--- src/rtl/pwr_seq_pkg.sv ---
package pwr_seq_pkg;
  localparam int DATA_W = 32;
  localparam int ADDR_W = 8;

  localparam logic [ADDR_W-1:0] ADDR_STATUS = 8'h44;
  localparam logic [ADDR_W-1:0] ADDR_IRQEN  = 8'h48;
  localparam logic [ADDR_W-1:0] ADDR_PWRCTL = 8'h98;

  localparam int STAT_ALARM2_BIT = 7;
  localparam int STAT_WAKE_BIT   = 0;
  localparam int IE_ALARM2_BIT   = 4;
  localparam int IE_ALARM1_BIT   = 3;
  localparam int CTL_OWN_BIT     = 16;

  typedef struct packed {
    logic goOn;
    logic goOff;
    logic setWake;
  } seqStrobes_t;
endpackage

--- src/rtl/pwr_seq_ctrl.sv ---
module pwr_seq_ctrl
  import pwr_seq_pkg::*;
(
  input  logic        clk,
  input  logic        rstN,
  input  logic        pwrOn,
  input  logic        ctrlOwn,
  input  logic        wakeHit,
  input  logic        alarm1Armed,
  input  logic        alarm2Pulse,
  output seqStrobes_t strobes
);
  always_comb begin
    strobes.goOff   = pwrOn && ctrlOwn && alarm2Pulse && !alarm1Armed;
    strobes.goOn    = !pwrOn && (!ctrlOwn || wakeHit || alarm1Armed);
    strobes.setWake = !pwrOn && wakeHit;
  end

  // an armed first alarm must never let the line drop
  a_r11_alarm1_holds_on: assert property (@(posedge clk) disable iff (!rstN)
    (pwrOn && alarm1Armed) |=> pwrOn);
  // no wake flag unless a wake hit was seen
  a_r8_wake_needs_hit: assert property (@(posedge clk) disable iff (!rstN)
    strobes.setWake |-> wakeHit);
endmodule

--- src/rtl/pwr_seq_dp.sv ---
module pwr_seq_dp
  import pwr_seq_pkg::*;
#(
  parameter int WAKE_COUNT  = 4,
  parameter int SYNC_STAGES = 2
) (
  input  logic                  clk,
  input  logic                  rstN,
  input  logic                  regWr,
  input  logic [ADDR_W-1:0]     regAddr,
  input  logic [DATA_W-1:0]     regWData,
  output logic [DATA_W-1:0]     regRData,
  input  logic                  alarm1Pulse,
  input  logic                  alarm2Pulse,
  input  logic [WAKE_COUNT-1:0] wakeIn,
  input  seqStrobes_t           strobes,
  output logic                  pwrOn,
  output logic                  ctrlOwn,
  output logic                  wakeHit,
  output logic                  alarm1Armed,
  output logic                  alarm2Irq
);
  localparam int POL_LO = WAKE_COUNT;
  localparam int POL_HI = 2 * WAKE_COUNT - 1;

  logic [WAKE_COUNT-1:0] wakeEn, wakePol, hitVec;
  logic [SYNC_STAGES-1:0][WAKE_COUNT-1:0] syncQ;
  logic alarm2Flag, wakeFlag, ieAlarm1, ieAlarm2;
  logic wrCtl, wrStat, wrIe;

  assign wrCtl  = regWr && (regAddr == ADDR_PWRCTL);
  assign wrStat = regWr && (regAddr == ADDR_STATUS);
  assign wrIe   = regWr && (regAddr == ADDR_IRQEN);

  always_ff @(posedge clk or negedge rstN) begin
    if (!rstN) begin
      ctrlOwn <= 1'b0;
      wakeEn  <= '0;
      wakePol <= '1;
      ieAlarm1 <= 1'b0;
      ieAlarm2 <= 1'b0;
    end else begin
      if (wrCtl) begin
        ctrlOwn <= regWData[CTL_OWN_BIT];
        wakeEn  <= regWData[WAKE_COUNT-1:0];
        wakePol <= regWData[POL_HI:POL_LO];
      end
      if (wrIe) begin
        ieAlarm1 <= regWData[IE_ALARM1_BIT];
        ieAlarm2 <= regWData[IE_ALARM2_BIT];
      end
    end
  end

  // synchronizer chain
  always_ff @(posedge clk or negedge rstN) begin
    if (!rstN) syncQ[0] <= '0;
    else       syncQ[0] <= wakeIn;
  end
  generate
    for (genvar s = 1; s < SYNC_STAGES; s++) begin : g_sync
      always_ff @(posedge clk or negedge rstN) begin
        if (!rstN) syncQ[s] <= '0;
        else       syncQ[s] <= syncQ[s-1];
      end
    end
    for (genvar w = 0; w < WAKE_COUNT; w++) begin : g_wake
      assign hitVec[w] = wakeEn[w] & (syncQ[SYNC_STAGES-1][w] ^ wakePol[w]);
    end
  endgenerate

  assign wakeHit     = |hitVec;
  assign alarm1Armed = alarm1Pulse && ieAlarm1;

  always_ff @(posedge clk or negedge rstN) begin
    if (!rstN) begin
      alarm2Flag <= 1'b0;
      wakeFlag   <= 1'b0;
      pwrOn      <= 1'b1;
    end else begin
      alarm2Flag <= (alarm2Flag && !(wrStat && regWData[STAT_ALARM2_BIT])) || alarm2Pulse;
      wakeFlag   <= (wakeFlag && !(wrStat && regWData[STAT_WAKE_BIT])) || strobes.setWake;
      if (strobes.goOn)       pwrOn <= 1'b1;
      else if (strobes.goOff) pwrOn <= 1'b0;
    end
  end

  assign alarm2Irq = alarm2Flag && ieAlarm2;

  always_comb begin
    regRData = '0;
    case (regAddr)
      ADDR_PWRCTL: begin
        regRData[CTL_OWN_BIT]     = ctrlOwn;
        regRData[WAKE_COUNT-1:0]  = wakeEn;
        regRData[POL_HI:POL_LO]   = wakePol;
      end
      ADDR_STATUS: begin
        regRData[STAT_ALARM2_BIT] = alarm2Flag;
        regRData[STAT_WAKE_BIT]   = wakeFlag;
      end
      ADDR_IRQEN: begin
        regRData[IE_ALARM1_BIT]   = ieAlarm1;
        regRData[IE_ALARM2_BIT]   = ieAlarm2;
      end
      default: regRData = '0;
    endcase
  end

  a_r2_on_when_released: assert property (@(posedge clk) disable iff (!rstN)
    !ctrlOwn |=> pwrOn);
  a_r3_fall_cause: assert property (@(posedge clk) disable iff (!rstN)
    $fell(pwrOn) |-> $past(ctrlOwn && alarm2Pulse));
  a_r7_rise_cause: assert property (@(posedge clk) disable iff (!rstN)
    $rose(pwrOn) |-> $past(!ctrlOwn || wakeHit || alarm1Armed));
  a_r4_flag_cause: assert property (@(posedge clk) disable iff (!rstN)
    $rose(alarm2Flag) |-> $past(alarm2Pulse));
  a_r7_wake_flag_off_only: assert property (@(posedge clk) disable iff (!rstN)
    $rose(wakeFlag) |-> $past(!pwrOn));
endmodule

--- src/rtl/pwr_seq_top.sv ---
module pwr_seq_top
  import pwr_seq_pkg::*;
#(
  parameter int WAKE_COUNT  = 4,
  parameter int SYNC_STAGES = 2
) (
  input  logic                  clk,
  input  logic                  rstN,
  input  logic                  regWr,
  input  logic [ADDR_W-1:0]     regAddr,
  input  logic [DATA_W-1:0]     regWData,
  output logic [DATA_W-1:0]     regRData,
  input  logic                  alarm1Pulse,
  input  logic                  alarm2Pulse,
  input  logic [WAKE_COUNT-1:0] wakeIn,
  output logic                  pwrEnOut,
  output logic                  alarm2Irq
);
  seqStrobes_t strobes;
  logic pwrOn, ctrlOwn, wakeHit, alarm1Armed;

  pwr_seq_dp #(.WAKE_COUNT(WAKE_COUNT), .SYNC_STAGES(SYNC_STAGES)) u_dp (
    .clk(clk), .rstN(rstN), .regWr(regWr), .regAddr(regAddr),
    .regWData(regWData), .regRData(regRData), .alarm1Pulse(alarm1Pulse),
    .alarm2Pulse(alarm2Pulse), .wakeIn(wakeIn), .strobes(strobes),
    .pwrOn(pwrOn), .ctrlOwn(ctrlOwn), .wakeHit(wakeHit),
    .alarm1Armed(alarm1Armed), .alarm2Irq(alarm2Irq)
  );

  pwr_seq_ctrl u_ctrl (
    .clk(clk), .rstN(rstN), .pwrOn(pwrOn), .ctrlOwn(ctrlOwn),
    .wakeHit(wakeHit), .alarm1Armed(alarm1Armed),
    .alarm2Pulse(alarm2Pulse), .strobes(strobes)
  );

  assign pwrEnOut = pwrOn;
endmodule

--- config.mk ---
export PLATFORM = sky130hd
export DESIGN_NAME = pwr_seq_top
export DESIGN_NICKNAME = d
export VERILOG_FILES = /design/src/rtl/pwr_seq_pkg.sv /design/src/rtl/pwr_seq_ctrl.sv /design/src/rtl/pwr_seq_dp.sv /design/src/rtl/pwr_seq_top.sv
export SDC_FILE = /design/constraint.sdc
export NUM_CORES = 1
export LEC_CHECK = 0
export ABC_AREA = 1
export BUFFER_PORTS_ARGS = -buffer_cell sky130_fd_sc_hd__buf_2
export CAP_MARGIN = 20
export CORE_MARGIN = 3
export CORE_UTILIZATION = 40
export CTS_CLUSTER_DIAMETER = 30
export DETAILED_ROUTE_END_ITERATION = 10
export GPL_TIMING_DRIVEN = 0
export PLACE_DENSITY_LB_ADDON = 0.05
export SYNTH_ARGS = -nofsm -noshare
export SYNTH_HDL_FRONTEND = slang
export SYNTH_SLANG_ARGS = --single-unit
--- constraint.sdc ---
create_clock -name clk -period 1.3 [get_ports clk]
set_input_delay 0.065 -clock clk [delete_from_list [all_inputs] [get_ports clk]]
set_output_delay 0.065 -clock clk [all_outputs]
set_load 0.005 [all_outputs]
==> run_results.csv, run 1 <==
group,metric,value,unit
setup_path,critPathLaunchType,"flip-flop",
floorplanning,die_w,62.6,um
floorplanning,dieArea,0.00392,mm^2
setup_path,crit_fanout,3,
drt,drc,0,
timing,timing.final.crit_period,1.20,ns
clocking,cts.path.max_buffers,2,
timing,fmax,835,MHz
global_route,track_usage,0.143,
global_route,grt_util_met3,0.0306,
cells_and_area,nets,286,
clocking,cts_root_buf,"clkbuf_4",
power_and_ir_drop,finalPower,1.36,mW
synth,ys_seq_area_frac,0.435,
placed_design,io_buffers,35,
synth,synth_top_area_cell,"dfrtp_1",
floorplanning,initial_core_util,0.442,
synth,synth_top_family_by_area,"simple AND/OR/NAND/NOR gates",
cells_and_area,multi_input_area,531,um^2
setup_path,worst_setup_path_end_kind,"output pin",
global_route,grtUsageMet2,0.260,
power_and_ir_drop,power_density,767,mW/mm^2
timing,rsz0062_at_grt,"false",
setup_path,rrSetupSlack,0.20,ns
timing,hold_violations,0,
drt,wl,2660,um
drt,drtIter0Drc,33,
timing,setup_viol,0,
min_path,hp-class,"primary input to flip-flop",
min_path,worstHoldEndpoint,"u_dp.wakeEn[0]",
synth,synth_area_leaders,"dfrtp_1 33%, nand2_1 16%, buf_4 13%",
global_route,top_usage_layer,"met2",
cells_and_area,layout_commonest_cell,"nand2_1",
setup_path,critPathKind,"flip-flop to output pin",
synth,synth_area,0.00128,mm^2
synth,synth_adder_area_share,0,
drt,dr.pass1.iters,4,
placed_design,gp_congestion,0.744,
setup_path,reg2reg_from,"u_dp.wakePol[2]",
synth,synth_top_area_share,0.332,
clocking,hold_buffers,15,
clocking,cts_tree,"done",
cells_and_area,fillCellCount,272,
min_path,worstHoldStart,"regWData[0]",
outcome,status,"completed",
clocking,insertion_delay,0.31,ns
global_route,grt_pass1_vias,1085,
global_route,grt_pass1_wl,4510,um
synth,syn_inst,160,
cells_and_area,most-common-layout-cells,"53 x nand2_1, 36 x buf_2, 23 x buf_4, 23 x conb_1, 17 x dfrtp_1",
clocking,path_clk_slew,0.12,ns
clocking,htreeDepth,1,
clocking,numCtsBuffers,3,
placed_design,dp_hpwl,2080,um
run,max_cap_violations,0,
global_route,use_met1,0.157,
cells_and_area,antenna_cells,0,
synth,avgSynthCellArea,8.01,um^2
cells_and_area,area_growth,38.8,%
floorplanning,std_cell_rows,19,
power_and_ir_drop,p_leak,1.02,nW
synth,synth_seq_cells,22,
drt,num_vias,1158,
global_route,grt_max_degree,23,
clocking,ctsResizeCount,0,
synth,synthSimpleGateAreaFrac,0.341,
min_path,min_path_cells,3,
setup_path,regToRegEndpoint,"u_dp.wakeFlag",
timing,finalClockSkew,0.00313,ns
cells_and_area,drive_gt1_frac,0.347,
synth,synth_compound_area_frac,0.00586,
setup_path,crit_required,1.24,ns
drt,ant_nets,0,
synth,synth_xor_area_frac,0,
setup_path,cp.arrival,1.13,ns
cells_and_area,post-route-util,0.613,
synth,ys_warn_count,0,
timing,timing.final.max_slew_violations,0,
global_route,antenna_found_initial,0,
clocking,cts_sinks,22,
synth,synth_mux_area_frac,0,
power_and_ir_drop,peakVddDrop,680,uV
floorplanning,core_area,0.00290,mm^2
timing,setup_tns,0,ns
floorplanning,die_h,62.6,um
floorplanning,ios,83,
cells_and_area,register_area,557,um^2
global_route,grt_overflow,0,
synth,ys_types,19,
timing,min_period_over_period,0.921,
drt,via_per_inst,4.17,
clocking,postCtsSetupBuffers,0,
setup_path,reg2reg_depth,7,
drt,wl_per_cell,9.55,um
==> state kept, by name, summed over array words and instances, names as in the netlist <==
signal,count
u_dp.alarm2Flag,1
u_dp.ctrlOwn,1
u_dp.ieAlarm1,1
u_dp.ieAlarm2,1
u_dp.pwrOn,1
u_dp.syncQ,8
u_dp.wakeEn,4
u_dp.wakeFlag,1
u_dp.wakePol,4
==> worst max path at each step <==
stage | startpoint | end | cells after the start
3_3_place_gp | regAddr[0] | regRData[4] | 9
4_1_cts | u_dp.wakePol[1] | regRData[5] | 3
6_report | u_dp.wakePol[1] | regRData[5] | 3
2_1_floorplan | u_dp.wakePol[2] | u_dp.wakeFlag | 7
3_5_place_dp | regAddr[0] | regRData[3] | 9
5_1_grt | u_dp.wakePol[1] | regRData[5] | 3
==> per-stage QoR <==
step           hold WS [ns]  instance area [um^2]  setup slack, ns  cells
2_1_floorplan        -0.231                  1360            0.298    182
3_3_place_gp         0.0460                  1590            0.170    259
3_5_place_dp         0.0525                  1590            0.163    259
4_1_cts             0.00411                  1780           0.0877    278
5_1_grt              0.0245                  1780           0.0296    278
6_report             0.0121                  1780            0.102    278
==> synthesized netlist by cell type <==
library cell and number:
dfstp_2 5, nand3_4 1, a211oi_1 1, and2_2 1
inv_2 4, nand3_1 5, conb_1 1, nor2_2 1
nand2_4 2, dfrtp_1 17, buf_4 23, buf_6 2
nand4_1 13, nand2_1 53, nor2_1 12, clkbuf_2 1
buf_2 1, inv_1 15, nor3_4 2
==> critical path, stage by stage (launching register included) <==
cell and delay (ns):
dfstp_2 0.56, inv_1 0.05, nor2_1 0.09, buf_2 0.12
==> where the power goes <==
group / switching (mW) / total [mW] / internal, mW / leakage [nW]
sequential: 0.0187 / 0.740 / 0.721 / 0.259
combinational: 0.112 / 0.240 / 0.128 / 0.740
clock: 0.212 / 0.383 / 0.171 / 0.0210
total: 0.343 / 1.36 / 1.02 / 1.02
==> layout make-up <==
cell class	instances	share of cell area
repair buffers	50	0.183
well taps	42	0.0296
flip-flops and latches	22	0.313
plain buffers	27	0.115
clock buffers	4	0.0204
inverters	19	0.0401
multi-input cells	114	0.298
==> cell families (layout without fill, tap and decap cells) <==
logic type	Yosys count	after routing
other cells	1	23
flops	22	22
simple gates	90	90
buf+inv	46	100
compound gates	1	1
==> metal layers <==
metal | share of wire | vias up
li1 | - | 606
met1 | 0.40 | 506
met2 | 0.51 | 41
met3 | 0.069 | 5
met4 | 0.020 | 0
met5 | 0 | -
No activity file was read; power rests on OpenSTA's default activity.
==> inputs of run 2 (changes only) <==
--- a/config.mk
+++ b/config.mk
@@ -8,8 +8,10 @@
 export ABC_AREA = 1
 export BUFFER_PORTS_ARGS = -buffer_cell sky130_fd_sc_hd__buf_2
 export CAP_MARGIN = 20
+export CELL_PAD_IN_SITES_DETAIL_PLACEMENT = 0
+export CELL_PAD_IN_SITES_GLOBAL_PLACEMENT = 2
 export CORE_MARGIN = 3
-export CORE_UTILIZATION = 40
+export CORE_UTILIZATION = 21
 export CTS_CLUSTER_DIAMETER = 30
 export DETAILED_ROUTE_END_ITERATION = 10
 export GPL_TIMING_DRIVEN = 0
==> run 2 against run 1 <==
  * Final area shrank 0.84%
  * Critical path depth increased by 6
  * Clock-buffer cell count fell by 1
  * Critical endpoint is now regRData[3]
  * Utilization fell by 30 points
==> run_results.csv, run 2 (synthesis results as in run 1) <==
group,metric,value,unit
outcome,status,"completed",
floorplanning,initial_core_util,0.224,
floorplanning,die_h,84.1,um
clocking,cts_sinks,22,
setup_path,critPathLaunchType,"primary input",
power_and_ir_drop,p_comb_frac,0.140,
global_route,grt_overflow,0,
cells_and_area,antenna_cells,0,
global_route,grt_max_degree,23,
global_route,grt_pass1_wl,5350,um
timing,worst_slew_pin_slew,0.521,ns
clocking,cts_root_buf,"clkbuf_8",
cells_and_area,layout_commonest_cell,"nand2_1",
timing,min_period_over_period,0.879,
timing,timing.final.crit_period,1.14,ns
cells_and_area,regMostFlops,"u_dp.syncQ",
placed_design,place_ws,0.131,ns
setup_path,crit_slowest_cell,"nor3_4",
placed_design,placed_cells,289,
clocking,cts_tree,"done",
timing,whs,0.0296,ns
setup_path,critical_path_buf_inv_count,4,
drt,dr.pass1.iters,4,
clocking,path_clk_slew,0.08,ns
timing,fmax,876,MHz
power_and_ir_drop,finalPower,1.60,mW
clocking,insertion_delay,0.26,ns
cells_and_area,largestRegisters,"u_dp.syncQ: 8 flops, u_dp.wakeEn: 4 flops, u_dp.wakePol: 4 flops",
timing,setup_viol,0,
cells_and_area,fillCellCount,642,
setup_path,crit_family,"simple AND/OR/NAND/NOR gates",
placed_design,io_buffers,35,
min_path,hp-class,"primary input to flip-flop",
drt,num_vias,1133,
placed_design,dp_hpwl,2570,um
setup_path,crit_fanout,6,
clocking,cts.path.max_buffers,2,
setup_path,cp.arrival,1.08,ns
timing,finalClockSkew,0.00105,ns
drt,wl_per_cell,10.5,um
floorplanning,ios,83,
power_and_ir_drop,peakVddDrop,366,uV
floorplanning,core_area,0.00571,mm^2
cells_and_area,largest_reg_flops,8,
run,max_cap_violations,0,
global_route,grt_pass1_vias,1162,
clocking,postCtsSetupBuffers,0,
power_and_ir_drop,pwr-share-clk,0.397,
power_and_ir_drop,p_seq_frac,0.464,
power_and_ir_drop,power.switching,0.357,mW
floorplanning,die_w,84.1,um
timing,setup_slack,0.158,ns
power_and_ir_drop,intPower,1.24,mW
clocking,numCtsBuffers,3,
setup_path,worstPathCellList,"buf_2, inv_2, nand2_4, nor3_4, nand2_4, inv_2, nand2_1, nand2_1, buf_2",
cells_and_area,drive_gt1_frac,0.366,
timing,hold_violations,0,
setup_path,cpPeakStageDelay,0.31,ns
power_and_ir_drop,p_leak,0.998,nW
cells_and_area,stdcell_count,299,
floorplanning,std_cell_rows,27,
floorplanning,dieArea,0.00707,mm^2
cells_and_area,multi_input_area,533,um^2
global_route,track_usage,0.0929,
clocking,htreeDepth,1,
cells_and_area,most-common-layout-cells,"52 x nand2_1, 36 x buf_2, 23 x buf_4, 23 x conb_1, 17 x dfrtp_1",
global_route,antenna_found_initial,0,
drt,via_per_inst,3.79,
timing,rsz0062_at_grt,"false",
cells_and_area,nets,277,
timing,setup_tns,0,ns
timing,timing.final.max_slew_violations,0,
drt,drc,0,
power_and_ir_drop,netSwitchingFraction,0.223,
setup_path,crit_required,1.24,ns
cells_and_area,register_area,557,um^2
placed_design,gp_congestion,0.789,
drt,wl,3150,um
setup_path,worst_setup_path_end_kind,"output pin",
drt,drtIter0Drc,11,
setup_path,critPathKind,"primary input to output pin",
power_and_ir_drop,power_density,907,mW/mm^2
drt,ant_nets,0,
cells_and_area,area_growth,37.6,%
timing,relSlewSlack,0.652,
==> run 2: changes by cell type in the layout (fill, tap and decap cells not counted), sizes merged <==
cell	change
bufinv	+1
clkbuf	-1
dlygate4sd3	-9
==> run 2: routing by layer <==
metal	up-vias	GRT usage	wire, um
met5	-	0	0
met4	0	0.0263	21
met3	2	0.0197	186
met2	36	0.164	1550
met1	512	0.113	1390
li1	583	-	-
==> run 2: worst register-to-register path, cell delays in order (launching register included) <==
cell and delay (ns):
dfstp_2 0.56, nand2_1 0.05, nand2_1 0.05, nor2_1 0.05, nor2_1 0.08, nand2_1 0.09, nand2_2 0.07, nand2_1 0.04
==> run 2: metrics by stage <==
step | area [um^2] | utilization
final | 1760 | 0.309
after CTS | 1760 | 0.308
after global placement | 1630 | 0.285
after detailed placement | 1630 | 0.285
after global routing | 1760 | 0.309
after floorplan | 1360 | -
==> run 2: cell type report <==
type,instances,area share
well taps,72,0.0511
plain buffers,27,0.116
inverters,19,0.0405
multi-input cells,114,0.302
repair buffers,41,0.133
clock buffers,3,0.0234
flip-flops and latches,22,0.316
clock inverters,1,0.0170
==> run 2: what timing repair did <==
| action | 4_1_cts | 5_1_grt |
|---|---|---|
| endpoints found under the hold margin | 22 | 0 |
| hold buffers | 6 | 0 |
| resized for setup | 0 | 1 |
| setup endpoints to repair | 0 | 1 |
==> run 2: path summary, 6_finish.rpt <==
check                                      from               to  slack, ns  cells after the start
worst max-delay path                 regAddr[0]      regRData[3]       0.16                      9
worst min-delay path                alarm1Pulse       u_dp.pwrOn       0.03                      3
worst max register to register  u_dp.wakePol[2]    u_dp.wakeFlag       0.20                      7
worst min register to register    u_dp.syncQ[1]    u_dp.syncQ[5]       0.36                      0
max in group asynchronous                  rstN  u_dp.wakePol[2]       0.63                      2
min in group asynchronous                  rstN    u_dp.syncQ[0]       0.30                      2
==> run 2: power groups by stage <==
stage	combinational (mW)	sequential, mW	clock, mW
3_5_place_dp	0.208	0.755	0
6_report	0.223	0.741	0.634
4_1_cts	0.222	0.742	0.665
3_3_place_gp	0.207	0.754	0
2_1_floorplan	0.134	0.748	0
5_1_grt	0.255	0.746	0.683
